--- src/rtl/xls_pkg.sv ---
package xls_pkg;

  typedef enum logic [2:0] {
    PH_HALT   = 3'd0,
    PH_BIAS   = 3'd1,
    PH_PLL    = 3'd2,
    PH_RXLK   = 3'd3,
    PH_SETTLE = 3'd4,
    PH_RUN    = 3'd5,
    PH_IDLE   = 3'd6,
    PH_RELOCK = 3'd7
  } phase_e;

  // Schedule boundaries in microseconds from time zero
  localparam int unsigned US_BIAS    = 32;
  localparam int unsigned US_PLL     = 262;
  localparam int unsigned US_RXLK    = 326;
  localparam int unsigned US_VALID   = 358;
  localparam int unsigned US_RELOCK  = 2;
  localparam int unsigned US_RST_MIN = 1;

  function automatic int unsigned us_to_cyc(input int unsigned mhz, input int unsigned us);
    return mhz * us;
  endfunction

  function automatic int unsigned ctr_bits(input int unsigned maxv);
    return (maxv < 2) ? 1 : $clog2(maxv + 1);
  endfunction

  // Phases whose length is set by the timer
  function automatic logic is_timed(input phase_e p);
    return (p == PH_BIAS) || (p == PH_PLL) || (p == PH_RXLK) ||
           (p == PH_SETTLE) || (p == PH_RELOCK);
  endfunction

endpackage

--- src/rtl/xls_por_sync.sv ---
module xls_por_sync (
  input  logic clk,
  input  logic arst,
  output logic rst_o
);
  logic [1:0] q;

  always_ff @(posedge clk or posedge arst) begin
    if (arst) q <= 2'b11;
    else      q <= {q[0], 1'b0};
  end

  assign rst_o = q[1];
endmodule

--- src/rtl/xls_sync.sv ---
module xls_sync #(
  parameter int unsigned W = 1
) (
  input  logic         clk,
  input  logic         rst,
  input  logic [W-1:0] d,
  output logic [W-1:0] q
);
  for (genvar i = 0; i < W; i++) begin : g_bit
    logic s1, s2;
    always_ff @(posedge clk or posedge rst) begin
      if (rst) begin
        s1 <= 1'b0;
        s2 <= 1'b0;
      end else begin
        s1 <= d[i];
        s2 <= s1;
      end
    end
    assign q[i] = s2;
  end
endmodule

--- src/rtl/xls_pulse_qual.sv ---
module xls_pulse_qual import xls_pkg::*; #(
  parameter int unsigned MIN_CYC = 125
) (
  input  logic clk,
  input  logic rst,
  input  logic lvl,
  output logic qual
);
  localparam int unsigned CW  = ctr_bits(MIN_CYC);
  localparam logic [CW-1:0] LIM = CW'(MIN_CYC - 1);

  logic [CW-1:0] run_len;

  always_ff @(posedge clk or posedge rst) begin
    if (rst)              run_len <= '0;
    else if (!lvl)        run_len <= '0;
    else if (run_len != LIM) run_len <= run_len + 1'b1;
  end

  assign qual = lvl && (run_len == LIM);
endmodule

--- src/rtl/xls_refresh_div.sv ---
module xls_refresh_div import xls_pkg::*; #(
  parameter int unsigned DIV = 16
) (
  input  logic clk,
  input  logic rst,
  input  logic en,
  output logic tick
);
  localparam int unsigned DW = ctr_bits(DIV);
  localparam logic [DW-1:0] TOP = DW'(DIV - 1);

  logic [DW-1:0] cnt;

  always_ff @(posedge clk or posedge rst) begin
    if (rst)             cnt <= '0;
    else if (!en)        cnt <= '0;
    else if (cnt == TOP) cnt <= '0;
    else                 cnt <= cnt + 1'b1;
  end

  assign tick = en && (cnt == TOP);
endmodule

--- src/rtl/xls_phase_ctl.sv ---
module xls_phase_ctl import xls_pkg::*; #(
  parameter int unsigned REF_MHZ = 125
) (
  input  logic   clk,
  input  logic   rst,
  input  logic   halt,
  input  logic   track,
  output phase_e phase,
  output logic   bound_hit
);
  localparam int unsigned C_BIAS   = us_to_cyc(REF_MHZ, US_BIAS);
  localparam int unsigned C_PLL    = us_to_cyc(REF_MHZ, US_PLL);
  localparam int unsigned C_RXLK   = us_to_cyc(REF_MHZ, US_RXLK);
  localparam int unsigned C_VALID  = us_to_cyc(REF_MHZ, US_VALID);
  localparam int unsigned C_RELOCK = us_to_cyc(REF_MHZ, US_RELOCK);
  localparam int unsigned TW       = ctr_bits(C_VALID);

  // Last timer value of each timed phase; the timer runs from time zero
  function automatic logic [TW-1:0] phase_limit(input phase_e p);
    case (p)
      PH_BIAS:   return TW'(C_BIAS - 1);
      PH_PLL:    return TW'(C_PLL - 1);
      PH_RXLK:   return TW'(C_RXLK - 1);
      PH_SETTLE: return TW'(C_VALID - 1);
      PH_RELOCK: return TW'(C_RELOCK - 1);
      default:   return '1;
    endcase
  endfunction

  logic [TW-1:0] t;
  phase_e        nxt;
  logic          clr;

  assign bound_hit = is_timed(phase) && (t == phase_limit(phase));

  always_comb begin
    nxt = phase;
    clr = 1'b0;
    if (halt) begin
      nxt = PH_HALT;
      clr = 1'b1;
    end else begin
      case (phase)
        PH_HALT:   begin nxt = PH_BIAS; clr = 1'b1; end
        PH_BIAS:   if (bound_hit) nxt = PH_PLL;
        PH_PLL:    if (bound_hit) nxt = PH_RXLK;
        PH_RXLK:   if (bound_hit) nxt = PH_SETTLE;
        PH_SETTLE: if (bound_hit) nxt = PH_RUN;
        PH_RUN:    if (!track)    nxt = PH_IDLE;
        PH_IDLE:   if (track) begin nxt = PH_RELOCK; clr = 1'b1; end
        PH_RELOCK: begin
          if (!track)         nxt = PH_IDLE;
          else if (bound_hit) nxt = PH_RUN;
        end
        default:   nxt = PH_HALT;
      endcase
    end
  end

  always_ff @(posedge clk or posedge rst) begin
    if (rst) begin
      phase <= PH_HALT;
      t     <= '0;
    end else begin
      phase <= nxt;
      if (clr)                  t <= '0;
      else if (is_timed(phase)) t <= t + 1'b1;
    end
  end
endmodule

--- src/rtl/xcvr_lock_seq.sv ---
module xcvr_lock_seq import xls_pkg::*; #(
  parameter int unsigned REF_MHZ     = 125,
  parameter int unsigned REFRESH_DIV = 16
) (
  input  logic       clk_ref,
  input  logic       pwr_up_rst,
  input  logic       rst_req,
  input  logic       pll_bypass,
  input  logic       sleep_req,
  input  logic       ref_track_en,
  input  logic       comma_req,
  output logic       pll_min_hold,
  output logic       rx_lock_start,
  output logic       data_valid,
  output logic       comma_det_en,
  output logic       ser_force,
  output logic       rx_word_hold,
  output logic       phase_sel_rst,
  output logic       dpll_filt_rst,
  output logic       pll_pwr_dn,
  output logic       refresh_en,
  output logic [2:0] phase_code
);
  localparam int unsigned RST_CYC = us_to_cyc(REF_MHZ, US_RST_MIN);
  localparam int unsigned NSYNC   = 5;
  localparam int unsigned I_RST   = 0;
  localparam int unsigned I_BYP   = 1;
  localparam int unsigned I_SLP   = 2;
  localparam int unsigned I_TRK   = 3;
  localparam int unsigned I_CMA   = 4;

  logic             rst_i;
  logic [NSYNC-1:0] raw_in, syn;
  logic             rst_s, byp_s, sleep_s, track_s, comma_s;
  logic             rst_qual, halt_req, bound_hit, refresh_tick;
  phase_e           phase;

  xls_por_sync u_por (.clk(clk_ref), .arst(pwr_up_rst), .rst_o(rst_i));

  assign raw_in[I_RST] = rst_req;
  assign raw_in[I_BYP] = pll_bypass;
  assign raw_in[I_SLP] = sleep_req;
  assign raw_in[I_TRK] = ref_track_en;
  assign raw_in[I_CMA] = comma_req;

  xls_sync #(.W(NSYNC)) u_sync (.clk(clk_ref), .rst(rst_i), .d(raw_in), .q(syn));

  assign rst_s   = syn[I_RST];
  assign byp_s   = syn[I_BYP];
  assign sleep_s = syn[I_SLP];
  assign track_s = syn[I_TRK];
  assign comma_s = syn[I_CMA];

  xls_pulse_qual #(.MIN_CYC(RST_CYC)) u_rstq (
    .clk(clk_ref), .rst(rst_i), .lvl(rst_s), .qual(rst_qual)
  );

  assign halt_req = rst_qual || byp_s || sleep_s;

  xls_phase_ctl #(.REF_MHZ(REF_MHZ)) u_ctl (
    .clk(clk_ref), .rst(rst_i), .halt(halt_req), .track(track_s),
    .phase(phase), .bound_hit(bound_hit)
  );

  xls_refresh_div #(.DIV(REFRESH_DIV)) u_div (
    .clk(clk_ref), .rst(rst_i), .en(sleep_s), .tick(refresh_tick)
  );

  assign phase_code    = phase;
  assign pll_min_hold  = (phase == PH_BIAS) || rst_qual;
  assign rx_lock_start = (phase >= PH_PLL);
  assign data_valid    = (phase == PH_RUN);
  assign comma_det_en  = data_valid && comma_s;
  assign ser_force     = rst_qual;
  assign rx_word_hold  = rst_qual;
  assign phase_sel_rst = rst_qual;
  assign dpll_filt_rst = rst_qual;
  assign pll_pwr_dn    = sleep_s;
  assign refresh_en    = refresh_tick;
endmodule

--- config.mk ---
export PLATFORM = sky130hd
export DESIGN_NAME = xcvr_lock_seq
export DESIGN_NICKNAME = d
export VERILOG_FILES = /design/src/rtl/xls_pkg.sv /design/src/rtl/xls_por_sync.sv /design/src/rtl/xls_sync.sv /design/src/rtl/xls_pulse_qual.sv /design/src/rtl/xls_refresh_div.sv /design/src/rtl/xls_phase_ctl.sv /design/src/rtl/xcvr_lock_seq.sv
export SDC_FILE = /design/constraint.sdc
export NUM_CORES = 1
export LEC_CHECK = 0
export BUFFER_PORTS_ARGS = -buffer_cell sky130_fd_sc_hd__buf_2
export CAP_MARGIN = 0
export CORE_ASPECT_RATIO = 1.25
export CORE_MARGIN = 2
export CORE_UTILIZATION = 66
export CTS_BUF_LIST = sky130_fd_sc_hd__clkbuf_2 sky130_fd_sc_hd__clkbuf_4 sky130_fd_sc_hd__clkbuf_8
export CTS_CLUSTER_SIZE = 30
export DETAILED_ROUTE_END_ITERATION = 6
export PLACE_DENSITY = 0.92
export SLEW_MARGIN = 20
export SYNTH_ARGS = -nofsm -noshare
export SYNTH_HDL_FRONTEND = slang
export SYNTH_SLANG_ARGS = --single-unit
--- constraint.sdc ---
create_clock -name clk_ref -period 2.3 [get_ports clk_ref]
set_input_delay 0.46 -clock clk_ref [delete_from_list [all_inputs] [get_ports clk_ref]]
set_output_delay 0.46 -clock clk_ref [all_outputs]
set_load 0.02 [all_outputs]
Yosys cells after proc, flatten, opt, wreduce, memory -nomap -nowiden --
Index checks and enable logic that the tools add are counted.
Storage, ports and cells: bits in registers 43, input port bits 7, output and inout port bits 13, word-level logic and storage cells 69
Cells by class: $add $sub $neg 3, magnitude comparators 1, equal/unequal tests 17, mux-type cells 19, reductions and logical operators 14
Operators by type and width (count):
- $pmux 16 s5 | 1
- $mux 16 | 2
- $mux 3 | 8
- $pmux 3 s8 | 1
- $add 16x1->16 const B | 1
- $eq 16x16->1 | 1
- $ne 3x3->1 const B | 5
- $mux 7 | 2
- $eq 3x3->1 const B | 4
- $mux 5 | 2
- $add 7x1->7 const B | 1
- $eq 7x7->1 const B | 1
- $logic_or 1x1->1 | 7
- $ne 7x7->1 const B | 1
- $eq 3x2->1 const B | 2
- $add 5x1->5 const B | 1
- $eq 5x4->1 const B | 1
- $reduce_and 5->1 | 1
- $logic_and 1x1->1 | 4
- $eq 3x1->1 const B | 1
- $ge 3x2->1 const B | 1
- $logic_not 3->1 | 1
- $mux 1 | 2
- $ne 2x1->1 const B | 1
- other kinds (2) | 2

Logic depth before layout (Yosys ltp) --
Gate-level depths: netlist of run 1.
word-level depth 10, gate-level depth with buffers 8, gate-level depth less buffers 7

By module --
Synthesis of run 1 repeated with hierarchy kept, for this count alone.
Unflattened totals: cell total of the unflattened synthesis 252, area total of the unflattened synthesis 2404.8 um2
By module, submodules not included:
- xls_phase_ctl | times used 1, cells each 164, area an instance 1377.6 um2, seq. area each 475.5 um2
- xls_pulse_qual | times used 1, cells each 40, area an instance 390.4 um2, seq. area each 175.2 um2
- xls_sync | times used 1, cells each 16, area an instance 291.5 um2, seq. area each 250.2 um2
- xls_refresh_div | times used 1, cells each 19, area an instance 221.5 um2, seq. area each 125.1 um2
- xcvr_lock_seq | times used 1, cells each 9, area an instance 63.8 um2, seq. area each 0.0 um2
- xls_por_sync | times used 1, cells each 4, area an instance 60.1 um2, seq. area each 52.6 um2

Worst setup path after synthesis of run 1 --
Ideal clock, no wire load.
kind register to output, start register u_ctl.phase[2], end output pll_min_hold, data arrival time 1.532 ns, required time 1.840 ns, setup slack 0.308 ns, stages on the path, launching flop included 7, path buffers 2, path through dfrtp_1 buf_2 buf_2 nor2_1 inv_1 nor2_1 or2_2
On the way: cells in the longest elaborated chain, start to end 2
Ends and longest elaborated chain:
- from (decl) | line xls_phase_ctl.sv:8 | output phase_e phase,
- from (signal assigned) | line xls_phase_ctl.sv:65 | phase <= nxt;
- $eq 3x1->1 | line xcvr_lock_seq.sv:70 | assign pll_min_hold = (phase == PH_BIAS) || rst_qual;
- $logic_or 1x1->1 | line xcvr_lock_seq.sv:70
- to (decl) | line xcvr_lock_seq.sv:12 | output logic pll_min_hold,
Every way passes these cells.

Worst setup path in the final report of run 1 --
start register u_rstq.run_len[4], end output pll_min_hold
On the way: cells in the longest elaborated chain, start to end 3
Ends and longest elaborated chain:
- from (decl) | line xls_pulse_qual.sv:12 | logic [CW-1:0] run_len;
- from (signal assigned) | line xls_pulse_qual.sv:17 | else if (run_len != LIM) run_len <= run_len + 1'b1;
- $eq 7x7->1 | line xls_pulse_qual.sv:20 | assign qual = lvl && (run_len == LIM);
- $logic_and 1x1->1 | line xls_pulse_qual.sv:20
- $logic_or 1x1->1 | line xcvr_lock_seq.sv:70
Every way passes these cells.

==> results of run 1 <==
## metrics by stage
stage	util [%]	worst slack, ns	instances	instance area (um^2)
after floorplan	-	0.308	247	2390
after global placement	71.9	0.267	297	2500
after detailed placement	71.9	0.185	297	2500
after CTS	74.5	0.0165	306	2600
after global routing	74.9	0.00279	307	2610
final	74.9	0.0551	307	2610
## layout by cell type, fill, tap and decap left out, types with 5 or more instances in the layout
cell,synthesis,layout
dfrtp_1,41,41
nor2_1,31,31
buf_2,4,19
nand3_1,14,14
xnor2_1,14,14
nand2_1,13,13
inv_1,11,11
nand4_1,10,10
and2_1,8,8
xor2_1,8,8
buf_4,5,8
o21ai_0,6,6
a21oi_1,6,6
nor3_1,6,6
and3_1,5,5
clkbuf_8,0,5
## worst max-delay path by stage
stage | end | slack, ns | cells after the start
floorplan | pll_min_hold | 0.31 | 6
global placement | u_ctl.phase[1] | 0.27 | 6
detailed placement | u_ctl.phase[1] | 0.19 | 7
CTS | pll_min_hold | 0.02 | 5
global route | pll_min_hold | 0.003 | 5
finish | pll_min_hold | 0.06 | 5
## layer usage
layer / track usage [%] / share of wire, % / vias to the layer above
li1: - / - / 899
met1: 31.8 / 44 / 895
met2: 42.6 / 50 / 44
met3: 6.86 / 3.7 / 13
met4: 11.9 / 2.6 / 0
met5: 0 / 0 / -
## cell usage after synthesis (2+ instances only)
cell type	number	area (um^2)
nand2b_1	2	12.5
inv_1	11	41.3
and2b_1	2	15.0
nand3_1	14	70.1
nand2_1	13	48.8
dfstp_2	2	52.6
ha_1	4	50.1
nor3b_1	2	15.0
buf_2	4	20.0
nand4_1	10	62.6
buf_6	2	22.5
and2_1	8	50.1
nor2b_1	3	18.8
nor3_2	2	20.0
clkbuf_1	4	15.0
or4_1	3	22.5
a32oi_1	3	26.3
nor2_1	31	116
and4_1	3	26.3
a31oi_1	2	12.5
xor2_1	8	70.1
a211oi_2	2	25.0
or3b_1	2	17.5
a21oi_1	6	30.0
mux2i_1	2	20.0
dfrtp_1	41	1030
xnor2_1	14	123
buf_4	5	37.5
nand4b_1	3	26.3
and3_1	5	31.3
o21ai_0	6	30.0
nor3_1	6	30.0
## cells by family (layout without fill, tap and decap cells)
logic type                 after synthesis  after routing  synth area share [%]
buffers and inverters                   26             47                  5.70
adders and majority gates                4              4                  2.09
xor gates and xnor gates                23             23                  8.74
and+or+nand+nor                        114            114                  26.0
AOI/OAI and AO/OA                       34             34                  11.4
muxes                                    2              2                 0.837
DFF                                     43             43                  45.1
other                                    1              1                 0.157
## state kept, by name, indices dropped and copies added, names as in the netlist
name / flops
u_sync.g_bit.s1: 5
u_ctl.phase: 3
u_rstq.run_len: 7
u_sync.g_bit.s2: 5
u_div.cnt: 5
u_ctl.t: 16
u_por.q: 2
## worst max-delay path: stages, from the launching register on
cell     delay (ns)
dfrtp_1        0.42
and4_4         0.23
and3_4         0.20
and2_1         0.19
or2_2          0.29
buf_2          0.16
## timing repair
action                     4_1_cts  5_1_grt
buffers inserted                 1        1
gates resized for setup          0        3
setup endpoints to repair        1        1
## report_power, final
group          switching [mW]  total (mW)  internal (mW)
Combinational          0.0525      0.0883         0.0358
Sequential             0.0178       0.795          0.777
Clock                   0.252       0.459          0.208
## cell type report
type / count / area (um^2) / area share, %
multi-input cells: 178 / 1180 / 45.3
flip-flops and latches: 43 / 1080 / 41.3
repair buffers: 28 / 175 / 6.71
clock buffers: 5 / 68.8 / 2.64
well taps: 39 / 48.8 / 1.87
inverters: 11 / 41.3 / 1.58
clock inverters: 3 / 15.0 / 0.576
==> impl_metrics.ini, run 1 <==
[sta]
finalHoldViolations = 0
timing.fmax_ghz = 0.445
timing.hold.ws_ns = 0.178
relSlewSlack_pct = 44.5
tightest_slew_ns = 0.832
finalSetupTns_ns = 0
layout_min_cycle_time_ns = 2.24
skew_ns = 0.00165
min_period_over_period_pct = 97.6
drv_slew = 0
setup_viol = 0
rsz0062_at_grt = false

[global_route]
grt_pass1_wl_um = 8290
grt_max_degree = 23
antenna_found_initial = 0
track_usage_pct = 25.9
first_global_vias = 1866
overflow = 0

[floorplanning]
rows = 24
initial_utilization_pct = 68.6
die_x_um = 57.8
dieArea_um2 = 4120
io_pins = 20
die_y_um = 71.3
coreArea_um2 = 3480

[finish]
drive_gt1_share_pct = 19.0
fin_nets = 278
antenna_cells = 0
fill_cells = 247
syn_to_final_growth_pct = 9.11

[hold_path]
hp-class = in -> async

[synth]
avgSynthCellArea_um2 = 9.68
synthArstFlopShare_pct = 100
ys_seq_area_share_pct = 45.1
synth_edf_count = 0
ys_ff_latch = 43
synth-main-ff-cell = dfrtp_1
yosys_warnings = 0
syn_nets = 258
yosysUniqueCellTypes = 54
netlist_instances = 247
mappedNetlistArea_um2 = 2390

[run]
drv_cap = 0

[setup_path]
cp-end-kind = output port
critPathMaxFanout = 6
startpoint = u_rstq.run_len[4]
r2r_cells = 7
crit_arrival_ns = 1.78
cp.required_ns = 1.84
reg2reg_to = u_ctl.phase[1]
critical_path_class = reg -> out
startpoint_type = flip-flop
r2r_slack_ns = 0.16
r2r_start = u_ctl.phase[0]

[clock_network]
htree_levels = 2
cts-buffers-inserted = 5
cts_root_buf = clkbuf_8
cts_max_path_buffers = 2
tritoncts = built
cts_hold_buffers = 0
clock_sinks = 43
clk_latency_ns = 0.29
clk_pin_slew_worst_paths_ns = 0.08

[power]
powerDensity_nw_per_um2 = 515
ir_drop_mv = 0.424
p_leak_nw = 1.15
power_mw = 1.34

[routing]
vias_per_cell = 6.03
wire_per_inst_um = 15.5
postRouteAntennaNets = 0
firstDrtPassIters = 4
drt_iter0_drc = 126
vias = 1851
remaining_drc_errors = 0
wirelength_um = 4760

[placed_design]
io_buffers = 19
finalWeightedCongestion = 1.00
hpwl_um = 3360

[run_status]
status = completed
Power figures use the tool's default switching activity.
==> run 2: changes to the inputs <==
--- a/config.mk
+++ b/config.mk
@@ -17,4 +17,5 @@
 export SLEW_MARGIN = 20
 export SYNTH_ARGS = -nofsm -noshare
 export SYNTH_HDL_FRONTEND = slang
+export SYNTH_HIERARCHICAL = 1
 export SYNTH_SLANG_ARGS = --single-unit
==> run 2 against run 1 <==
  * Cell area grew 4.9%
  * Sequential power barely moved
  * Die area grew 0.54%
  * Non-clock buffer count rose by 11
  * Combinational power rose by 38%
  * Via count rose by 11%
  * Clock skew up 0.011 ns
  * Register-to-register slack worse by 0.12 ns
  * Global-route usage rose by 4.3 points
  * Area after synthesis grew 0.58%
  * Utilization is 3.7 points higher
  * Critical endpoint is now u_ctl/t[15]
==> impl_metrics.ini, run 2 <==
[placed_design]
hpwl_um = 3610
place_ws_ns = -0.0253
placed_area_um2 = 2540
io_buffers = 19
finalWeightedCongestion = 0.879
placed_cells = 304

[setup_path]
critical_path_class = reg -> reg
critPathMaxFanout = 2
reg2reg_to = u_ctl/t[15]
crit_arrival_ns = 2.46
r2r_cells = 11
startpoint_type = flip-flop
cp.required_ns = 2.50
r2r_slack_ns = 0.04
r2r_start = u_rstq/run_len[0]
cp-end-kind = flip-flop

[clock_network]
cts_root_buf = clkbuf_8
htree_levels = 2
cts_max_path_buffers = 2
cts-buffers-inserted = 5
clock_sinks = 43
clk_pin_slew_worst_paths_ns = 0.09
tritoncts = built
clk_latency_ns = 0.30

[finish]
largest_reg_flops = 16
mostFrequentLayoutCells = dfrtp_1, nor2_1, buf_4
post-route-cell-area_um2 = 2740
fin_nets = 291
syn_to_final_growth_pct = 13.8
layout.cells.non_filler = 320
postLayoutCoreUtil_pct = 78.6
drive_gt1_share_pct = 24.2
largestRegisters = u_ctl/t (16), u_rstq/run_len (7)
regMostFlops = u_ctl/t
antenna_cells = 0
layout_commonest_cell = dfrtp_1

[sta]
setup_viol = 0
skew_ns = 0.0128
timing.hold.ws_ns = 0.178
drv_slew = 0
relSlewSlack_pct = 49.2
finalHoldViolations = 0
min_period_over_period_pct = 98.3
setup_ws_ns = 0.0389
tightest_slew_ns = 0.761
timing.fmax_ghz = 0.442
layout_min_cycle_time_ns = 2.26

[routing]
drt_iter0_drc = 133
wire_per_inst_um = 18.6
postRouteAntennaNets = 0
remaining_drc_errors = 0
firstDrtPassIters = 5
vias = 2063
wirelength_um = 5940
vias_per_cell = 6.45

[floorplanning]
die_y_um = 71.5
die_x_um = 58.0
rows = 24
io_pins = 20
initial_utilization_pct = 69.0
coreArea_um2 = 3480
dieArea_um2 = 4150

[global_route]
overflow = 0
grt_pass1_wl_um = 9460
first_global_vias = 2066
antenna_found_initial = 0
grt_max_degree = 29
track_usage_pct = 30.2

[synth]
synthArstFlopShare_pct = 100
ys_seq_area_share_pct = 44.8
synthTopCellsByArea = dfrtp_1, xnor2_1, nor2_1, buf_4, nand2_1
yosysMostFrequentCell = dfrtp_1
syn_nets = 263
yosys.area.top_type = dfrtp_1
synth_top_area_share_pct = 42.7
synth_edf_count = 0
mappedNetlistArea_um2 = 2400
synth-main-ff-cell = dfrtp_1
yosys_warnings = 6
avgSynthCellArea_um2 = 9.54
ys_ff_latch = 43
netlist_instances = 252
yosysUniqueCellTypes = 53
netlist_top_cells_count = dfrtp_1, nor2_1, nand2_1

[power]
p_leak_nw = 1.19
powerDensity_nw_per_um2 = 524
ir_drop_mv = 0.456

[run_status]
status = completed

[hold_path]
hp-class = reg -> async

[run]
drv_cap = 0
run 2: cell count changes in the layout (fill, tap and decap cells not counted), moves of 5 or more:
cell,delta
buf_4,+11
nand3_1,-8
a31oi_1,+6
nor2_1,-10
nand2_1,+5
a21oi_1,+6
o21ai_0,+5
run 2: logic make-up (layout without fill, tap and decap cells):
logic type	count (synthesis)	in the layout	synth area share (%)
compound gates	51	51	13.7
xor+xnor	17	17	6.19
fa+ha+maj	4	4	2.08
buf+inv	30	59	6.40
flops	43	43	44.8
mux	7	7	2.97
other cells	1	1	0.156
simple gates	99	99	23.7
run 2: worst max-delay path by stage:
stage | from | end | slack [ns] | depth (start not counted)
2_1_floorplan | u_rstq/run_len[0] | u_ctl/t[15] | 0.02 | 11
3_3_place_gp | u_rstq/run_len[3] | u_ctl/t[14] | 0.16 | 10
3_5_place_dp | u_rstq/run_len[0] | u_ctl/t[15] | -0.03 | 11
4_1_cts | u_rstq/run_len[0] | u_ctl/t[15] | 0.03 | 11
5_1_grt | u_rstq/run_len[0] | u_ctl/t[15] | -0.01 | 11
6_report | u_rstq/run_len[0] | u_ctl/t[15] | 0.04 | 11
run 2: cell type report:
cell class | instances | area [um^2]
sequential | 43 | 1080
multi-input combinational | 179 | 1210
clock inverter | 2 | 16.3
tap | 39 | 48.8
inverter | 12 | 45.0
clock buffer | 6 | 82.6
timing repair buffer | 39 | 255
fill | 224 | 746
run 2: worst max-delay path, cell delays in order (launching register included):
cell       delay, ns
dfrtp_1         0.41
inv_2           0.07
ha_2            0.19
and4_4          0.18
and2_4          0.15
or3_4           0.37
nor2b_2         0.21
a2111oi_4       0.11
and2_1          0.19
nand4_1         0.11
xnor2_1         0.12
nor2_1          0.06
run 2: repair_timing:
item / in CTS / in global routing
setup buffers: 4 / 4
hold buffers: 0 / 0
gates resized for setup: 3 / 6
endpoints found under the setup margin: 1 / 8
pin swaps: 3 / 3
run 2: routing by layer:
| metal | up-vias | GRT usage (%) | routed length [um] |
|---|---|---|---|
| met5 | - | 0 | 0 |
| met4 | 0 | 11.6 | 208 |
| met3 | 30 | 6.68 | 304 |
| met2 | 100 | 55.8 | 3240 |
| met1 | 995 | 33.0 | 2190 |
| li1 | 938 | - | - |
run 2: report_power, final:
| group | internal (mW) | leakage [nW] | switching, mW |
|---|---|---|---|
| logic | 0.0485 | 0.573 | 0.0736 |
| clock network | 0.245 | 0.0474 | 0.272 |
| registers | 0.777 | 0.565 | 0.0171 |
run 2: stage by stage:
step	power (mW)	TNS (ns)
after global placement	0.906	0
after floorplan	0.878	0
after global routing	1.48	-0.0127
after CTS	1.42	0
after detailed placement	0.914	-0.0253
final	1.43	0
